File: src/rtl/rseq_pkg.sv
package rseq_pkg;
  localparam int RAILS = 4;
  localparam int LVL_W = $clog2(RAILS + 1);

  typedef enum logic [1:0] {
    S_IDLE = 2'd0,
    S_UP   = 2'd1,
    S_FULL = 2'd2,
    S_DOWN = 2'd3
  } seq_state_t;
endpackage

File: src/rtl/rseq_sync.sv
module rseq_sync #(
  parameter int W      = 2,
  parameter int STAGES = 2
) (
  input  logic         clk,
  input  logic         rst_n,
  input  logic [W-1:0] d,
  output logic [W-1:0] q
);
  logic [W-1:0] stg [STAGES];

  always_ff @(posedge clk or negedge rst_n) begin
    if (!rst_n) begin
      for (int i = 0; i < STAGES; i++) stg[i] <= '0;
    end else begin
      stg[0] <= d;
      for (int i = 1; i < STAGES; i++) stg[i] <= stg[i-1];
    end
  end

  assign q = stg[STAGES-1];
endmodule

File: src/rtl/rseq_timer.sv
module rseq_timer #(
  parameter int CNT_W = 8
) (
  input  logic             clk,
  input  logic             rst_n,
  input  logic             clr,
  input  logic [CNT_W-1:0] tgt,
  output logic             done
);
  logic [CNT_W-1:0] cnt;

  assign done = (cnt == tgt);

  always_ff @(posedge clk or negedge rst_n) begin
    if (!rst_n)     cnt <= '0;
    else if (clr)   cnt <= '0;
    else if (!done) cnt <= cnt + 1'b1;
  end

  // a running count never wraps past its target back to zero
  p_no_wrap_r4: assert property (@(posedge clk) disable iff (!rst_n)
    (!clr && !done) |=> (cnt != '0));
endmodule

File: src/rtl/rail_sequencer.sv
module rail_sequencer
  import rseq_pkg::*;
#(
  parameter int CNT_W = 8
) (
  input  logic             clk,
  input  logic             rst_n,
  input  logic             supply_ok_i,
  input  logic             seq_req_i,
  input  logic             active_low_i,
  input  logic [CNT_W-1:0] start_dly_i,
  input  logic [CNT_W-1:0] dly_b_i,
  input  logic [CNT_W-1:0] dly_c_i,
  input  logic [CNT_W-1:0] dly_d_i,
  output logic [RAILS-1:0] rail_en_o,
  output logic             fault_o
);
  logic [1:0]       sync_q;
  logic             vg_s, se_s;
  seq_state_t       state, state_n;
  logic [LVL_W-1:0] lvl, lvl_n;
  logic             first, first_n;
  logic             tmr_clr, tmr_done;
  logic [CNT_W-1:0] tgt;
  logic [RAILS-1:0] en;

  rseq_sync #(.W(2), .STAGES(2)) i_sync (
    .clk (clk),
    .rst_n (rst_n),
    .d ({supply_ok_i, seq_req_i}),
    .q (sync_q)
  );
  assign vg_s = sync_q[1];
  assign se_s = sync_q[0];

  rseq_timer #(.CNT_W(CNT_W)) i_timer (
    .clk (clk),
    .rst_n (rst_n),
    .clr (tmr_clr),
    .tgt (tgt),
    .done (tmr_done)
  );

  // delay selection: upward steps use the delay owned by the next rail,
  // downward steps use start delay first, then the delay of the rail just dropped
  always_comb begin
    tgt = start_dly_i;
    if (state == S_UP) begin
      case (lvl)
        LVL_W'(0): tgt = start_dly_i;
        LVL_W'(1): tgt = dly_b_i;
        LVL_W'(2): tgt = dly_c_i;
        default:   tgt = dly_d_i;
      endcase
    end else if (state == S_DOWN && !first) begin
      case (lvl)
        LVL_W'(3): tgt = dly_d_i;
        LVL_W'(2): tgt = dly_c_i;
        default:   tgt = dly_b_i;
      endcase
    end
  end

  always_comb begin
    state_n = state;
    lvl_n   = lvl;
    first_n = first;
    tmr_clr = 1'b0;
    case (state)
      S_IDLE: begin
        tmr_clr = 1'b1;
        if (vg_s && se_s) state_n = S_UP;
      end
      S_UP: begin
        if (!vg_s) begin
          state_n = S_IDLE;
          lvl_n   = '0;
        end else if (!se_s) begin
          tmr_clr = 1'b1;
          if (lvl == '0) begin
            state_n = S_IDLE;
          end else begin
            state_n = S_DOWN;
            first_n = 1'b1;
          end
        end else if (tmr_done) begin
          tmr_clr = 1'b1;
          lvl_n   = lvl + LVL_W'(1);
          if (lvl == LVL_W'(RAILS - 1)) state_n = S_FULL;
        end
      end
      S_FULL: begin
        tmr_clr = 1'b1;
        if (!vg_s) begin
          state_n = S_IDLE;
          lvl_n   = '0;
        end else if (!se_s) begin
          state_n = S_DOWN;
          first_n = 1'b1;
        end
      end
      S_DOWN: begin
        if (!vg_s) begin
          state_n = S_IDLE;
          lvl_n   = '0;
        end else if (tmr_done) begin
          tmr_clr = 1'b1;
          first_n = 1'b0;
          lvl_n   = lvl - LVL_W'(1);
          if (lvl == LVL_W'(1)) state_n = S_IDLE;
        end
      end
      default: begin
        state_n = S_IDLE;
        lvl_n   = '0;
      end
    endcase
  end

  always_ff @(posedge clk or negedge rst_n) begin
    if (!rst_n) begin
      state <= S_IDLE;
      lvl   <= '0;
      first <= 1'b0;
    end else begin
      state <= state_n;
      lvl   <= lvl_n;
      first <= first_n;
    end
  end

  for (genvar g = 0; g < RAILS; g++) begin : g_rail
    assign en[g] = (lvl > LVL_W'(g));
  end

  assign rail_en_o = en ^ {RAILS{active_low_i}};
  assign fault_o   = ~vg_s;

  // idle without a request keeps every rail off
  p_idle_hold_r2: assert property (@(posedge clk) disable iff (!rst_n)
    (state == S_IDLE && !se_s) |=> (lvl == '0));

  // rail count only moves one step at a time, except the drop to zero
  p_single_step_r3: assert property (@(posedge clk) disable iff (!rst_n)
    (lvl != $past(lvl)) && (lvl != '0) |->
      ((lvl == $past(lvl) + LVL_W'(1)) || (lvl == $past(lvl) - LVL_W'(1))));

  // a turn-off never raises a rail
  p_down_mono_r5: assert property (@(posedge clk) disable iff (!rst_n)
    (state == S_DOWN) |=> (lvl <= $past(lvl)));

  // losing compliance clears every rail on the next edge
  p_dump_r7: assert property (@(posedge clk) disable iff (!rst_n)
    !vg_s |=> (lvl == '0));

  // the all-on state always holds every rail
  p_full_on_r4: assert property (@(posedge clk) disable iff (!rst_n)
    (state == S_FULL) |-> (lvl == LVL_W'(RAILS)));
endmodule

File: config.mk
export PLATFORM = sky130hd
export DESIGN_NAME = rail_sequencer
export DESIGN_NICKNAME = d
export VERILOG_FILES = /design/src/rtl/rseq_pkg.sv /design/src/rtl/rseq_sync.sv /design/src/rtl/rseq_timer.sv /design/src/rtl/rail_sequencer.sv
export SDC_FILE = /design/constraint.sdc
export NUM_CORES = 1
export LEC_CHECK = 0
export CORE_ASPECT_RATIO = 0.5
export CORE_MARGIN = 1.5
export CORE_UTILIZATION = 45
export CTS_BUF_LIST = sky130_fd_sc_hd__clkbuf_4
export CTS_CLUSTER_DIAMETER = 50
export DETAILED_ROUTE_END_ITERATION = 6
export GPL_TIMING_DRIVEN = 0
export PLACE_DENSITY = 0.71
export SLEW_MARGIN = 20
export SYNTH_ARGS = -nofsm -noshare
export SYNTH_HDL_FRONTEND = slang
export SYNTH_HIERARCHICAL = 1
export SYNTH_SLANG_ARGS = --single-unit
File: constraint.sdc
create_clock -name clk -period 6.8 [get_ports clk]
set_input_delay 1.02 -clock clk [delete_from_list [all_inputs] [get_ports clk]]
set_output_delay 1.02 -clock clk [all_outputs]
set_load 0.01 [all_outputs]
* Word level (Yosys, flattened, before mapping)
Index checks and enable logic that the tools add are counted.
** Storage, ports and cells
- Output and inout bits :: 5
- Word-level logic and storage cells :: 87
- Bits of input ports :: 37
- Bits in registers :: 18
** Cells by class
- Add/subtract/negate cells :: 3
- Mux-type cells :: 38
- Reductions and logical operators :: 10
- Bitwise logic cells :: 2
- Order comparisons :: 4
- Eq/ne operators :: 24
** Operators by type and width (number)
- 2-to-1 mux 8 bit :: 4
- one-hot mux 8 bit (3 select lines) :: 1
- 2-to-1 mux 2 bit :: 11
- 2-to-1 mux 3 bit :: 6
- one-hot mux 8 bit (2 select lines) :: 1
- 2-to-1 mux 1 bit :: 11
- inequality test 2 x 1 -> 1 bit (second input constant) :: 5
- inequality test 2 bit (second input constant) :: 5
- inequality test 3 bit (second input constant) :: 3
- one-hot mux 3 bit (3 select lines) :: 1
- adder 8 x 1 -> 8 bit (second input constant) :: 1
- == test 8 bit :: 1
- one-hot mux 2 bit (4 select lines) :: 1
- AND reduction 8 bit :: 1
- == test 3 x 2 -> 1 bit (second input constant) :: 2
- > comparator 3 x 1 -> 1 bit (second input constant) :: 2
- > comparator 3 x 2 -> 1 bit (second input constant) :: 2
- inequality test 3 x 2 -> 1 bit (second input constant) :: 2
- one-hot mux 1 bit (3 select lines) :: 2
- AND reduction 6 bit :: 1
- AND reduction 5 bit :: 1
- == test 2 bit (second input constant) :: 2
- inequality test 4 x 3 -> 1 bit (second input constant) :: 1
- inequality test 4 bit (second input constant) :: 1
- 12 further kinds :: 13

* Depth between registers and ports, before layout
- Word-level depth :: 10
- Gate-level depth with buffers :: 17
- Gate-level depth less buffers :: 13

* Hierarchy
Netlist, hierarchy kept.
** By module, submodules not included
- rail_sequencer :: area each 1088.5 sq um, sequential area each 150.1 sq um, instances 1, cells each 136
- rseq_timer :: area each 489.2 sq um, sequential area each 200.2 sq um, instances 1, cells each 50
- rseq_sync :: area each 115.1 sq um, sequential area each 100.1 sq um, instances 1, cells each 6

* Worst setup path before layout
No wires, ideal clock.
- Path kind :: input -> register
- Start :: input port dly_c_i[4]
- End :: register i_timer.cnt[6]
- Data required time :: 6.675 ns
- Stages on the path :: 12
- Buffers on the path :: 2
- Path slack :: 3.834 ns
- Arrival :: 2.841 ns
- Library setup time :: 0.125 ns
- Path through :: a222oi_1 > and2_4 > o32ai_2 > xnor2_1 > nand4_1 > nor2_1 > buf_6 > o21ai_1 > nand2_1 > buf_1 > nor2_1 > mux2_2
** On the way
- Longest elaborated chain between the ends :: 9
- Elaborated cells on any way between the ends :: 12
- Classes of those cells :: 2 x eq/ne; 10 x mux
** RTL lines
- start: declaration :: line rail_sequencer.sv:13 : input logic [CNT_W-1:0] dly_c_i,
- one-hot mux 8 bit (2 select lines) :: line rail_sequencer.sv:56 : case (lvl)
- 2-to-1 mux 8 bit :: line rail_sequencer.sv:55 : end else if (state == S_DOWN && !first) begin
- 2-to-1 mux 8 bit (*) :: line rail_sequencer.sv:48 : if (state == S_UP) begin
- via tgt[4] :: line rail_sequencer.sv:24 : logic [CNT_W-1:0] tgt;
- == test 8 bit (*) :: line rseq_timer.sv:12 : assign done = (cnt == tgt);
- via tmr_done :: line rail_sequencer.sv:23 : logic tmr_clr, tmr_done;
- 2-to-1 mux 1 bit (*) :: line rail_sequencer.sv:86, rail_sequencer.sv:106
- 2-to-1 mux 1 bit :: line rail_sequencer.sv:78 : end else if (!se_s) begin
- 2-to-1 mux 1 bit :: line rail_sequencer.sv:75 : if (!vg_s) begin
- one-hot mux 1 bit (3 select lines) (*) :: line rail_sequencer.sv:69 : case (state)
- via tmr_clr :: line rail_sequencer.sv:23
- inequality test 2 x 1 -> 1 bit (no source line) or 2-to-1 mux 8 bit (tied branches)
- end signal: assignment :: line rseq_timer.sv:17 : else if (!done) cnt <= cnt + 1'b1;
- end: declaration :: line rseq_timer.sv:10 : logic [CNT_W-1:0] cnt;
Mark *: on every way through the listed nets, which the timed path passes. The rest lies on a longest branch.
A chain may end at the register's enable or synchronous reset.

* Worst setup path after layout
- Start :: input port dly_c_i[3]
- End :: register i_timer.cnt[6]
Same word-level chain as after synthesis.

==> out/metrics.yaml <==
fin_nets: 282
clk-insertion-delay-late_ns: 0.29
irDropWorstVdd_mv: 0.0989
clock-root-buffer: "clkbuf_4"
slowest_stage: "clkdlybuf4s50_1"
critPathKind: "in2reg"
io_buffers: 41
routed_via_density: 5.86
setup_slack_ns: 3.10
die_h_um: 46.4
critPathLaunchType: "input pin"
hold_path.class: "reg2reg"
rows: 15
synth_edf_count: 0
drt-pass1-iter-count: 5
syn_area_um2: 1690
power.density_nw_per_um2: 111
die_x_um: 89.7
finClkSkew_ns: 0.00266
ios: 42
maxCapViolCount: 0
cp_common_cell: "nor2_1"
status: "finished, final reports clean"
synth_cell_type_count: 47
start_util_pct: 48.2
relSlewSlack_pct: 46.8
cts_hold_repair.buffers: 0
cp_max_fo: 16
critical-path-top-delay-family: "buffers and inverters"
worst_pin_slew_ns: 0.795
cts.clk_slew.worst_paths_ns: 0.09
drt_wl_total_mm: 4.63
globalRouteOverflowTotal: 0
holdWs_ns: 0.355
nFillCells: 319
dp_worst_setup_slack_ns: 2.84
rsz0062_at_grt: "no"
ys_seq_area_share_pct: 26.6
drc: 0
hold_start: "i_sync/stg[2]"
cts_buffer_depth: 2
worst_ep_required_time_ns: 6.98
cp-end-kind: "flip-flop"
grt_pass1_vias: 1509
period_needed_ns: 3.70
post-cts-setup-buffers: 0
layout_commonest_cell: "clkdlybuf4s50_1"
drive_gt1_share_pct: 14.8
path_buf_inv: 3
placeableCoreArea_um2: 3510
cp.arrival_ns: 3.89
hpwlAfterDp_mm: 3.45
cts.repair.resized: 0
grt_max_degree: 19
syn_nets: 236
cts_max_level: 1
finalSetupViolCount: 0
grt_usage_pct: 22.9
cts_sinks: 18
synth_warnings: 6
async_flop_share_pct: 100
drv_slew: 0
synth-seq-cells: 18
grt_pass1_wl_mm: 7.35
mostFrequentLayoutCells: "clkdlybuf4s50_1, nor2_1, dfrtp_1"
cts_buffers: 3
rr_startpoint: "lvl[0]"
synth_ff_type: "dfrtp_1"
antenna_found_initial: 0
antenna-diode-count: 0
drt.antenna.violating_nets: 0
syn_avg_cell_area_um2: 8.82
area_delta_synth_final_pct: 29.6
wire_per_inst_um: 16.1
die-area_um2: 4160
fmaxAchievable_mhz: 270
synth_cells: 192
fin_crit_sh_pct: 54.5
p_leak_uw: 0.000855
finish.utilization_pct: 62.5
crit_chain: "clkdlybuf4s50_1 > a222oi_1 > and2_1 > o32ai_1 > xnor2_1 > nand4_1 > nor2_1 > buf_6 > o21ai_1 > nand2_1 > buf_1 > nor2_1 > mux2_2"
drt_iter0_markers: 99
cts_tree: "yes"
fin_setup_tns_ns: 0
crit_path_max_incr_delay_ns: 0.48
gp_congestion: 0.915
finalHoldViolations: 0
crit_start: "dly_c_i[3]"
via_count: 1688
-- kinds of logic after synthesis --
| family | after synthesis | synth area share (%) |
|---|---|---|
| AO/OA/AOI/OAI | 67 | 31.0 |
| XOR/XNOR | 15 | 7.76 |
| adder cells (fa/ha/maj) | 7 | 5.17 |
| buffers and inverters | 22 | 8.06 |
| flip-flops | 18 | 26.6 |
| multiplexers | 3 | 1.85 |
| AND/OR/NAND/NOR | 60 | 19.6 |
-- synth_stat cells, drive strengths merged (5+ instances only) --
library cell | count | share of area, %
nor2 | 20 | 5.0
dfrtp | 18 | 27
o21ai | 17 | 5.2
buf | 15 | 6.5
xnor2 | 10 | 5.2
a211oi | 9 | 4.9
a22o | 9 | 4.7
o32ai | 9 | 6.0
a222oi | 8 | 4.7
and2 | 8 | 3.3
a21oi | 7 | 2.1
ha | 7 | 5.2
nand2 | 7 | 1.7
inv | 5 | 1.1
nand3 | 5 | 1.5
xor2 | 5 | 2.6
-- final cells by class --
type | count | area [µm²] | area share (%)
clock buffers | 3 | 22.5 | 1.03
plain buffers | 16 | 114 | 5.19
repair buffers | 41 | 410 | 18.7
well taps | 51 | 63.8 | 2.91
clock inverters | 1 | 3.75 | 0.171
inverters | 6 | 22.5 | 1.03
multi-input cells | 152 | 1110 | 50.4
flip-flops and latches | 18 | 450 | 20.5
-- layer usage --
metal / wire [µm] / GRT usage [%] / part of all wire [%]
met1: 2270 / 32.8 / 49
met2: 1890 / 34.5 / 41
met3: 440 / 4.46 / 9.5
met4: 29 / 8.57 / 0.63
met5: 0 / 0 / 0
-- metrics by stage --
step,total power [µW],cell area (µm²),instances
CTS,248,2190,288
floorplan,155,1690,192
detailed placement,193,2170,284
finish,244,2190,288
global placement,192,2170,284
global route,262,2190,288
-- worst paths after layout --
path,endpoint,slack (ns),cells past startpoint
max,i_timer/cnt[6],3.10,13
max in group asynchronous,i_timer/cnt[3],5.12,1
min,i_sync/q[0],0.35,0
min in group asynchronous,lvl[2],1.18,1
max reg2reg,i_timer/cnt[6],3.10,17
min reg2reg,i_sync/q[0],0.35,0
-- power breakdown --
group / internal (µW) / switching (µW) / leakage, µW
Clock: 21.4 / 30.8 / 0.0000154
Combinational: 42.6 / 34.1 / 0.000602
Sequential: 111 / 3.93 / 0.000238
-- state kept, by name (all words and copies together) (netlist names) --
register,flops
i_sync/q,2
lvl,3
i_sync/stg,2
first,1
state,2
i_timer/cnt,8
-- worst register-to-register path, stage by stage, from the launching register on --
cell,delay (ns)
dfrtp_1,0.42
inv_1,0.17
ha_1,0.22
buf_6,0.16
nor3_2,0.06
nor2_2,0.26
buf_6,0.19
nor2_1,0.05
o32ai_1,0.43
xnor2_1,0.18
nand4_1,0.13
nor2_1,0.25
buf_6,0.21
o21ai_1,0.09
nand2_1,0.07
buf_1,0.33
nor2_1,0.09
mux2_2,0.27
Note: power is estimated with default switching activity, not from simulation.
